<file path="src/rtl/rlc_pkg.sv">
package rlc_pkg;
  localparam int unsigned PIX_W   = 8;
  localparam int unsigned CNT_W   = PIX_W - 1;
  localparam int unsigned MAX_RUN = (1 << CNT_W) - 1;
  localparam int unsigned BYP_LAT = 2;

  typedef struct packed {
    logic             vld;
    logic             fs;
    logic [PIX_W-1:0] data;
  } beat_t;
endpackage

</file>
<file path="src/rtl/rlc_mode_ctl.sv">
module rlc_mode_ctl (
  input  logic clk_i,
  input  logic rst_ni,
  input  logic pix_vld_i,
  input  logic fsync_i,
  input  logic en_i,
  output logic code_mode_o
);
  logic mode_q;

  always_ff @(posedge clk_i or negedge rst_ni) begin
    if (!rst_ni)                   mode_q <= 1'b0;
    else if (pix_vld_i && fsync_i) mode_q <= en_i;
  end

  // frame-start pixel already follows the new mode
  assign code_mode_o = fsync_i ? en_i : mode_q;
endmodule

</file>
<file path="src/rtl/rlc_run_cnt.sv">
module rlc_run_cnt
  import rlc_pkg::*;
(
  input  logic  clk_i,
  input  logic  rst_ni,
  input  logic  pix_vld_i,
  input  logic  fsync_i,
  input  logic  pix_bit_i,
  input  logic  code_mode_i,
  output beat_t run_o
);
  localparam logic [CNT_W-1:0] CNT_MAX = CNT_W'(MAX_RUN);
  localparam logic [CNT_W-1:0] CNT_ONE = CNT_W'(1);

  logic             open_q, open_d;
  logic             val_q, val_d;
  logic             first_q, first_d;
  logic [CNT_W-1:0] cnt_q, cnt_d, cnt_inc;
  logic             flush, differ, full, emit, coding;
  beat_t            out_d, out_q;

  assign coding  = pix_vld_i && code_mode_i;
  assign cnt_inc = cnt_q + CNT_ONE;
  assign flush   = pix_vld_i && fsync_i && open_q;
  assign differ  = coding && open_q && !fsync_i && (pix_bit_i != val_q);
  assign full    = coding && open_q && !fsync_i && !differ && (cnt_inc == CNT_MAX);
  assign emit    = flush || differ || full;

  always_comb begin
    open_d  = open_q;
    val_d   = val_q;
    first_d = first_q;
    cnt_d   = cnt_q;
    if (pix_vld_i) begin
      if (!code_mode_i) begin
        open_d = 1'b0;
      end else if (!open_q || fsync_i || differ) begin
        open_d  = 1'b1;
        val_d   = pix_bit_i;
        first_d = fsync_i;
        cnt_d   = CNT_ONE;
      end else if (full) begin
        open_d = 1'b0;
      end else begin
        cnt_d = cnt_inc;
      end
    end
  end

  always_comb begin
    out_d      = '0;
    out_d.vld  = emit;
    out_d.fs   = emit && first_q;
    out_d.data = {val_q, full ? CNT_MAX : cnt_q};
    if (!emit) out_d.data = '0;
  end

  always_ff @(posedge clk_i or negedge rst_ni) begin
    if (!rst_ni) begin
      open_q  <= 1'b0;
      val_q   <= 1'b0;
      first_q <= 1'b0;
      cnt_q   <= '0;
      out_q   <= '0;
    end else begin
      open_q  <= open_d;
      val_q   <= val_d;
      first_q <= first_d;
      cnt_q   <= cnt_d;
      out_q   <= out_d;
    end
  end

  assign run_o = out_q;
endmodule

</file>
<file path="src/rtl/rlc_bypass.sv">
module rlc_bypass
  import rlc_pkg::*;
(
  input  logic             clk_i,
  input  logic             rst_ni,
  input  logic             pix_vld_i,
  input  logic             fsync_i,
  input  logic [PIX_W-1:0] pix_i,
  input  logic             code_mode_i,
  output beat_t            byp_o
);
  beat_t stg_q [BYP_LAT];
  beat_t in_beat;

  always_comb begin
    in_beat      = '0;
    in_beat.vld  = pix_vld_i && !code_mode_i;
    in_beat.fs   = pix_vld_i && !code_mode_i && fsync_i;
    in_beat.data = in_beat.vld ? pix_i : '0;
  end

  // fixed depth keeps transparent bytes clear of the closing code slot
  for (genvar i = 0; i < BYP_LAT; i++) begin : g_stage
    always_ff @(posedge clk_i or negedge rst_ni) begin
      if (!rst_ni)     stg_q[i] <= '0;
      else if (i == 0) stg_q[i] <= in_beat;
      else             stg_q[i] <= stg_q[(i == 0) ? 0 : i-1];
    end
  end

  assign byp_o = stg_q[BYP_LAT-1];
endmodule

</file>
<file path="src/rtl/rlc_bin_coder.sv">
module rlc_bin_coder
  import rlc_pkg::*;
(
  input  logic             clk_i,
  input  logic             rst_ni,
  input  logic [PIX_W-1:0] pix_i,
  input  logic             pix_vld_i,
  input  logic             fsync_i,
  input  logic             en_i,
  output logic [PIX_W-1:0] code_o,
  output logic             code_vld_o,
  output logic             fsync_o
);
  logic  code_mode;
  beat_t run_beat, byp_beat;
  logic  run_vld, byp_vld;

  rlc_mode_ctl u_mode (
    .clk_i      (clk_i),
    .rst_ni     (rst_ni),
    .pix_vld_i  (pix_vld_i),
    .fsync_i    (fsync_i),
    .en_i       (en_i),
    .code_mode_o(code_mode)
  );

  rlc_run_cnt u_run (
    .clk_i      (clk_i),
    .rst_ni     (rst_ni),
    .pix_vld_i  (pix_vld_i),
    .fsync_i    (fsync_i),
    .pix_bit_i  (pix_i[PIX_W-1]),
    .code_mode_i(code_mode),
    .run_o      (run_beat)
  );

  rlc_bypass u_byp (
    .clk_i      (clk_i),
    .rst_ni     (rst_ni),
    .pix_vld_i  (pix_vld_i),
    .fsync_i    (fsync_i),
    .pix_i      (pix_i),
    .code_mode_i(code_mode),
    .byp_o      (byp_beat)
  );

  assign run_vld    = run_beat.vld;
  assign byp_vld    = byp_beat.vld;
  assign code_vld_o = run_vld || byp_vld;
  assign code_o     = run_vld ? run_beat.data : byp_beat.data;
  assign fsync_o    = run_vld ? run_beat.fs : byp_beat.fs;
endmodule

</file>
<file path="config.mk">
export PLATFORM = sky130hd
export DESIGN_NAME = rlc_bin_coder
export DESIGN_NICKNAME = d
export VERILOG_FILES = /design/src/rtl/rlc_pkg.sv /design/src/rtl/rlc_mode_ctl.sv /design/src/rtl/rlc_run_cnt.sv /design/src/rtl/rlc_bypass.sv /design/src/rtl/rlc_bin_coder.sv
export SDC_FILE = /design/constraint.sdc
export NUM_CORES = 1
export LEC_CHECK = 0
export ABC_AREA = 1
export BUFFER_PORTS_ARGS = -buffer_cell sky130_fd_sc_hd__buf_2
export CAP_MARGIN = 0
export CORE_MARGIN = 1
export CORE_UTILIZATION = 40
export DETAILED_ROUTE_END_ITERATION = 6
export HOLD_SLACK_MARGIN = 0.08
export SKIP_LAST_GASP = 1
export SLEW_MARGIN = 30
export SYNTH_ARGS = -nofsm -noshare
export SYNTH_HDL_FRONTEND = slang
export SYNTH_SLANG_ARGS = --single-unit
</file>
<file path="constraint.sdc">
create_clock -name clk_i -period 1.5 [get_ports clk_i]
set_input_delay 0.15 -clock clk_i [delete_from_list [all_inputs] [get_ports clk_i]]
set_output_delay 0.15 -clock clk_i [all_outputs]
set_load 0.05 [all_outputs]
</file>
-- After elaboration in Yosys (flattened, before gate mapping)
Index checks and enable logic that the tools add are counted.
- reduce and logical (&&, ||, !) cells: 23
- $add $sub $neg: 1
- multiplexer cells: 11
- eq/ne operators: 4
- operator list (kind ; count):
    $mux 8 ; 3
    $mux 7 ; 3
    $logic_and 1x1->1 ; 11
    $add 7x1->7 const B ; 1
    $eq 7x7->1 const B ; 1
    $reduce_and 3->1 ; 2
    $logic_or 1x1->1 ; 5
    $mux 1 ; 5
    $logic_not 1->1 ; 4
    $ne 3x3->1 const B ; 1
    $ne 2x2->1 const B ; 1
    $reduce_and 2->1 ; 1
    $ne 1x1->1 ; 1
- word-level logic and storage cells: 53
- bits in registers: 41
- output and inout port bits: 10
- input port bits: 13

-- Longest topological paths before layout
- word-level depth: 11
- depth in mapped cells: 12
- mapped depth without buffers: 12

-- Cells and area by module
Synthesis repeated with hierarchy kept, for this count alone.
- cell total of the unflattened synthesis: 220
- area, all modules: 1865.5 µm²
- by module, submodules not included (module ; cells each ; area an instance (µm²) ; times used ; seq. area each (µm²)):
    rlc_run_cnt ; 131 ; 1027.2 ; 1 ; 500.5
    rlc_bypass ; 51 ; 661.9 ; 1 ; 500.5
    rlc_bin_coder ; 30 ; 122.6 ; 1 ; 0.0
    rlc_mode_ctl ; 8 ; 53.8 ; 1 ; 25.0

-- Worst setup path after synthesis
Ideal clock, no wire load.
- kind: register to register
- start point: register u_run.cnt_q[1]
- end point: register u_run.cnt_q[5]
- arrival: 1.413 ns
- stages on the path, launching flop included: 12
- period minus slack after synthesis: 1.530 ns
- path buffers: 1
- required time: 1.382 ns
- path slack: -0.030 ns
- library setup time: 0.118 ns
- cells stage by stage: dfrtp_1 ha_1 nand2_2 nor2_2 nand3_1 nand2_1 nor2_2 nand2_2 nand2_4 buf_6 nand2_1 o21ai_2
- longest elaborated chain between the ends: 5
- elaborated cells between the ends (all ways): 7
- classes of those cells: add/sub (1); eq/ne (2); mux (2); reduce/logical (2)
- ends and longest elaborated chain (element ; line ; text):
    start, declared ; rlc_run_cnt.sv:18 ; logic [CNT_W-1:0] cnt_q, cnt_d, cnt_inc;
    start signal, assigned ; rlc_run_cnt.sv:69 ; cnt_q <= cnt_d;
    $add 7x1->7 * ; rlc_run_cnt.sv:23 ; assign cnt_inc = cnt_q + CNT_ONE;
    $eq 7x7->1 ; rlc_run_cnt.sv:26 ; assign full = coding && open_q && !fsync_i && !differ && (cnt_inc == CNT_MAX);
    $logic_and 1x1->1 ; rlc_run_cnt.sv:26 ;
    $ne 2x2->1 (no line) ; -- ;
    $reduce_and 3->1 (no line) ; -- ;
Mark *: on every way between the ends. The rest lies on a longest branch, timed or not. The select of a mux whose other input is x is not followed.
A chain may end at the register's enable or synchronous reset.

==> run summary <==
### Critical path
* kind of cell with the highest combined delay on the critical path: simple AND/OR/NAND/NOR gates
* delay of the slowest critical-path stage: 440 ps
* Worst setup EP type: flop
* setup slack of the most critical reg-to-reg path: -160 ps
* Critical path destination: u_run.run_o[7]
* category of the critical setup timing path: flop to flop
* Critical Path Slowest Stage Cell: dfrtp_1
* required time of the critical path: 1720 ps
* startpoint kind of the worst setup timing path: flop
* worst-path fanout max: 5
* startpoint of the worst-slack reg-to-reg timing path: u_run.cnt_q[0]
* crit path launch: u_run.cnt_q[0]
* arrival time of the worst setup path: 1890 ps
* combined buffer and inverter count along the critical path: 3
* number of cells on the critical path: 10
* cell chain of the critical path: buf_4 > buf_4 > nand3_2 > nand2_1 > nand2_1 > nand2_1 > nor2_2 > nand2_4 > buf_4 > a21oi_2
* Worst Reg2Reg Path Length in Cells: 10
* end of the worst register-to-register path: u_run.run_o[7]

### Global routing
* gr usage total: 17.0%
* final global-route overflow total: 0
* vias in the first global route: 1216
* global-route wire length before repair: 5510 um
* initial antenna violation count: 0
* pin count of the biggest net entering global routing: 42

### Die
* Starting Density: 42.0%
* die width: 67.2 um
* Core Area: 4060 um2
* total die area: 4520 um2
* number of top-level design ports: 23
* standard-cell row count: 23
* die height: 67.2 um

### Timing
* headroom to the max-slew limit: 67.0%
* pins over their slew limit: 0
* worst clock skew: 9.96 ps
* final count of negative-setup-slack endpoints: 18
* fraction of the cycle the final worst path needs: 111%
* Achievable Freq: 601 MHz
* transition time at the pin with the least slew margin: 494 ps
* post-layout worst setup margin: -164 ps
* minimum clock period after layout: 1660 ps
* RSZ-0062 raised after global routing: true
* worst hold margin: 97.5 ps
* Hold Violations, Final: 0

### Drt
* first-pass detailed-route iteration total: 4
* Detailed Route WL: 3480 um
* number of vias per cell after detailed routing: 4.55
* count of vias placed by the detailed router: 1365
* DR WL/cell: 11.6 um
* count of unresolved DRC violations after routing: 0
* Routed Antenna Nets: 0
* number of violations reported at the end of detailed-routing iteration 0: 74

### Yosys
* most numerous cell types in the synthesized netlist: 60 x nand2_1, 41 x dfrtp_1, 28 x inv_1
* Mapped Avg Cell Area: 8.78 um2
* library cells used by synthesis: 20
* fraction of the yosys area taken by sequential cells: 60.2%
* combined area of all synthesized cells: 1700 um2
* cell taking the most area after synthesis: dfrtp_1
* instance count of the mapped netlist: 194
* flip-flop cell with the highest count after synthesis: dfrtp_1
* biggest area contributors in the synthesized netlist: dfrtp_1 60%, nand2_1 13%, inv_1 6.2%
* post-synth top area share: 60.2%
* number of flops mapped to enable cells by yosys: 0
* register bit count reported by yosys: 41
* syn nets: 209
* most common cell in the synthesized netlist: nand2_1
* fraction of synthesis flops using an asynchronous set or reset pin: 100%
* Yosys warning count: 0

### Clocking
* deepest level of the CTS H-tree: 2
* number of buffers between clock root and the deepest sink: 2
* Reg clk slew, reported paths: 80 ps
* sinks on the clock net: 41
* number of CTS-inserted buffers: 5
* clock tree from TritonCTS: yes
* Clock Latency Late Sink: 290 ps
* clock root cell: clkbuf_8

### Placement
* total of buffers placed on input and output ports: 22
* total cell area at the placement stage: 1950 um2
* HPWL reported at the end of detailed placement: 2180 um
* weighted congestion at the end of routability-driven global placement: 0.821

### Layout
* final non-filler cell area: 2360 um2
* utilization after layout: 58.2%
* sequential cell area in the final layout: 1030 um2
* footprint of the multi-input gates: 662 um2
* fillers: 356
* synth-to-layout area growth: 38.7%
* antenna diode instance count: 0
* fraction of final layout cells sized beyond drive strength 1: 32.8%
* Post-layout nets: 264

### Power and ir drop
* worst supply voltage drop on vdd: 508 uV
* cell leakage power: 1.27 nW
* power density relative to cell area: 1130 nW/um2

### Run status
* status: finished with violations
* violations in the final reports: setup timing

### Run
* number of max-capacitance violations reported: 0

### Worst hold path
* worst min-delay path class: primary input to flop

==> worst min path at each step <==
stage,cells after the start,slack [ps],start,end
2_1_floorplan,0,-150,rst_ni,u_byp.byp_o[0]
3_3_place_gp,2,240,rst_ni,u_byp.byp_o[0]
3_5_place_dp,2,240,rst_ni,u_byp.byp_o[0]
4_1_cts,3,100,pix_i[7],u_run.val_q
5_1_grt,3,100,en_i,u_mode.mode_q
6_report,3,100,en_i,u_mode.mode_q
==> layout make-up <==
| class | count | share of cell area, % |
|---|---|---|
| Clock buffer | 5 | 2.91 |
| Clock inverter | 3 | 2.75 |
| Inverter | 30 | 5.03 |
| Multi-Input combinational cell | 121 | 28.0 |
| Sequential cell | 41 | 43.5 |
| Tap cell | 50 | 2.65 |
| Timing Repair Buffer | 49 | 14.8 |
| Timing Repair inverter | 1 | 0.318 |
==> state kept, by name, summed over array words and instances, names as in the netlist <==
signal,cells
u_run.run_o,10
u_run.first_q,1
u_run.val_q,1
u_run.cnt_q,7
u_mode.mode_q,1
u_byp.byp_o,10
u_byp.stg_q,10
u_run.open_q,1
==> layout by cell type (no fill, tap or decap), types with 2 or more instances in the layout <==
master	netlist	routed
a21oi_2	0	2
buf_4	0	17
o21ai_1	6	5
clkbuf_4	0	4
nand2_4	1	3
o21ai_0	9	2
inv_1	28	27
bufinv_16	0	2
dlygate4sd3_1	0	8
nand3_1	10	8
clkbuf_8	0	5
clkinvlp_4	0	2
buf_6	1	2
dfrtp_1	41	40
buf_2	1	18
nand4_1	2	2
nor2_2	2	2
ha_4	0	2
nand2_1	60	57
nand3_2	0	2
o21ai_2	2	10
or2_2	2	2
nor2_1	18	17
nand2_2	2	3
==> tightest hold or removal path: stages <==
cell and delay, ps:
buf_2 90, nand2_1 60, nand2_1 60
==> timing repair <==
item                       in CTS  in global routing
hold endpoints to repair       48                  0
setup endpoints to repair      16                 30
hold buffers                    8                  0
pin swaps                       8                 13
setup buffers                   4                  3
gates resized for setup        20                 23
gates cloned                    1                  1
==> power breakdown <==
group	internal (mW)	total, mW	switching [mW]
combinational	0.162	0.418	0.256
clock	0.661	1.05	0.384
sequential	1.17	1.21	0.0374
total	1.99	2.67	0.677
==> stage by stage <==
step | total power, mW | cells | worst slack [ps] | TNS, ps
2_1_floorplan | 1.41 | 194 | -4.17 | -9.95
3_3_place_gp | 1.54 | 275 | -38.6 | -164
3_5_place_dp | 1.54 | 275 | -98.3 | -767
4_1_cts | 2.62 | 296 | -95.7 | -1090
5_1_grt | 2.80 | 300 | -263 | -3680
6_report | 2.67 | 300 | -164 | -2150
==> routing by layer <==
metal	vias to the layer above	track usage [%]	part of all wire [%]
met5	-	0	0
met4	0	9.04	2.3
met3	7	4.73	2.7
met2	21	27.3	48
met1	638	20.8	47
li1	699	-	-
==> cell families (layout without fill, tap and decap cells) <==
family          count (synthesis)  after routing  share of synthesized area [%]
simple gates                   97             98                           23.7
compound gates                 21             21                           6.76
buf+inv                        33             88                           7.79
fa+ha+maj                       2              2                           1.47
flops                          41             41                           60.2
Note: power is estimated with default switching activity, not from simulation.
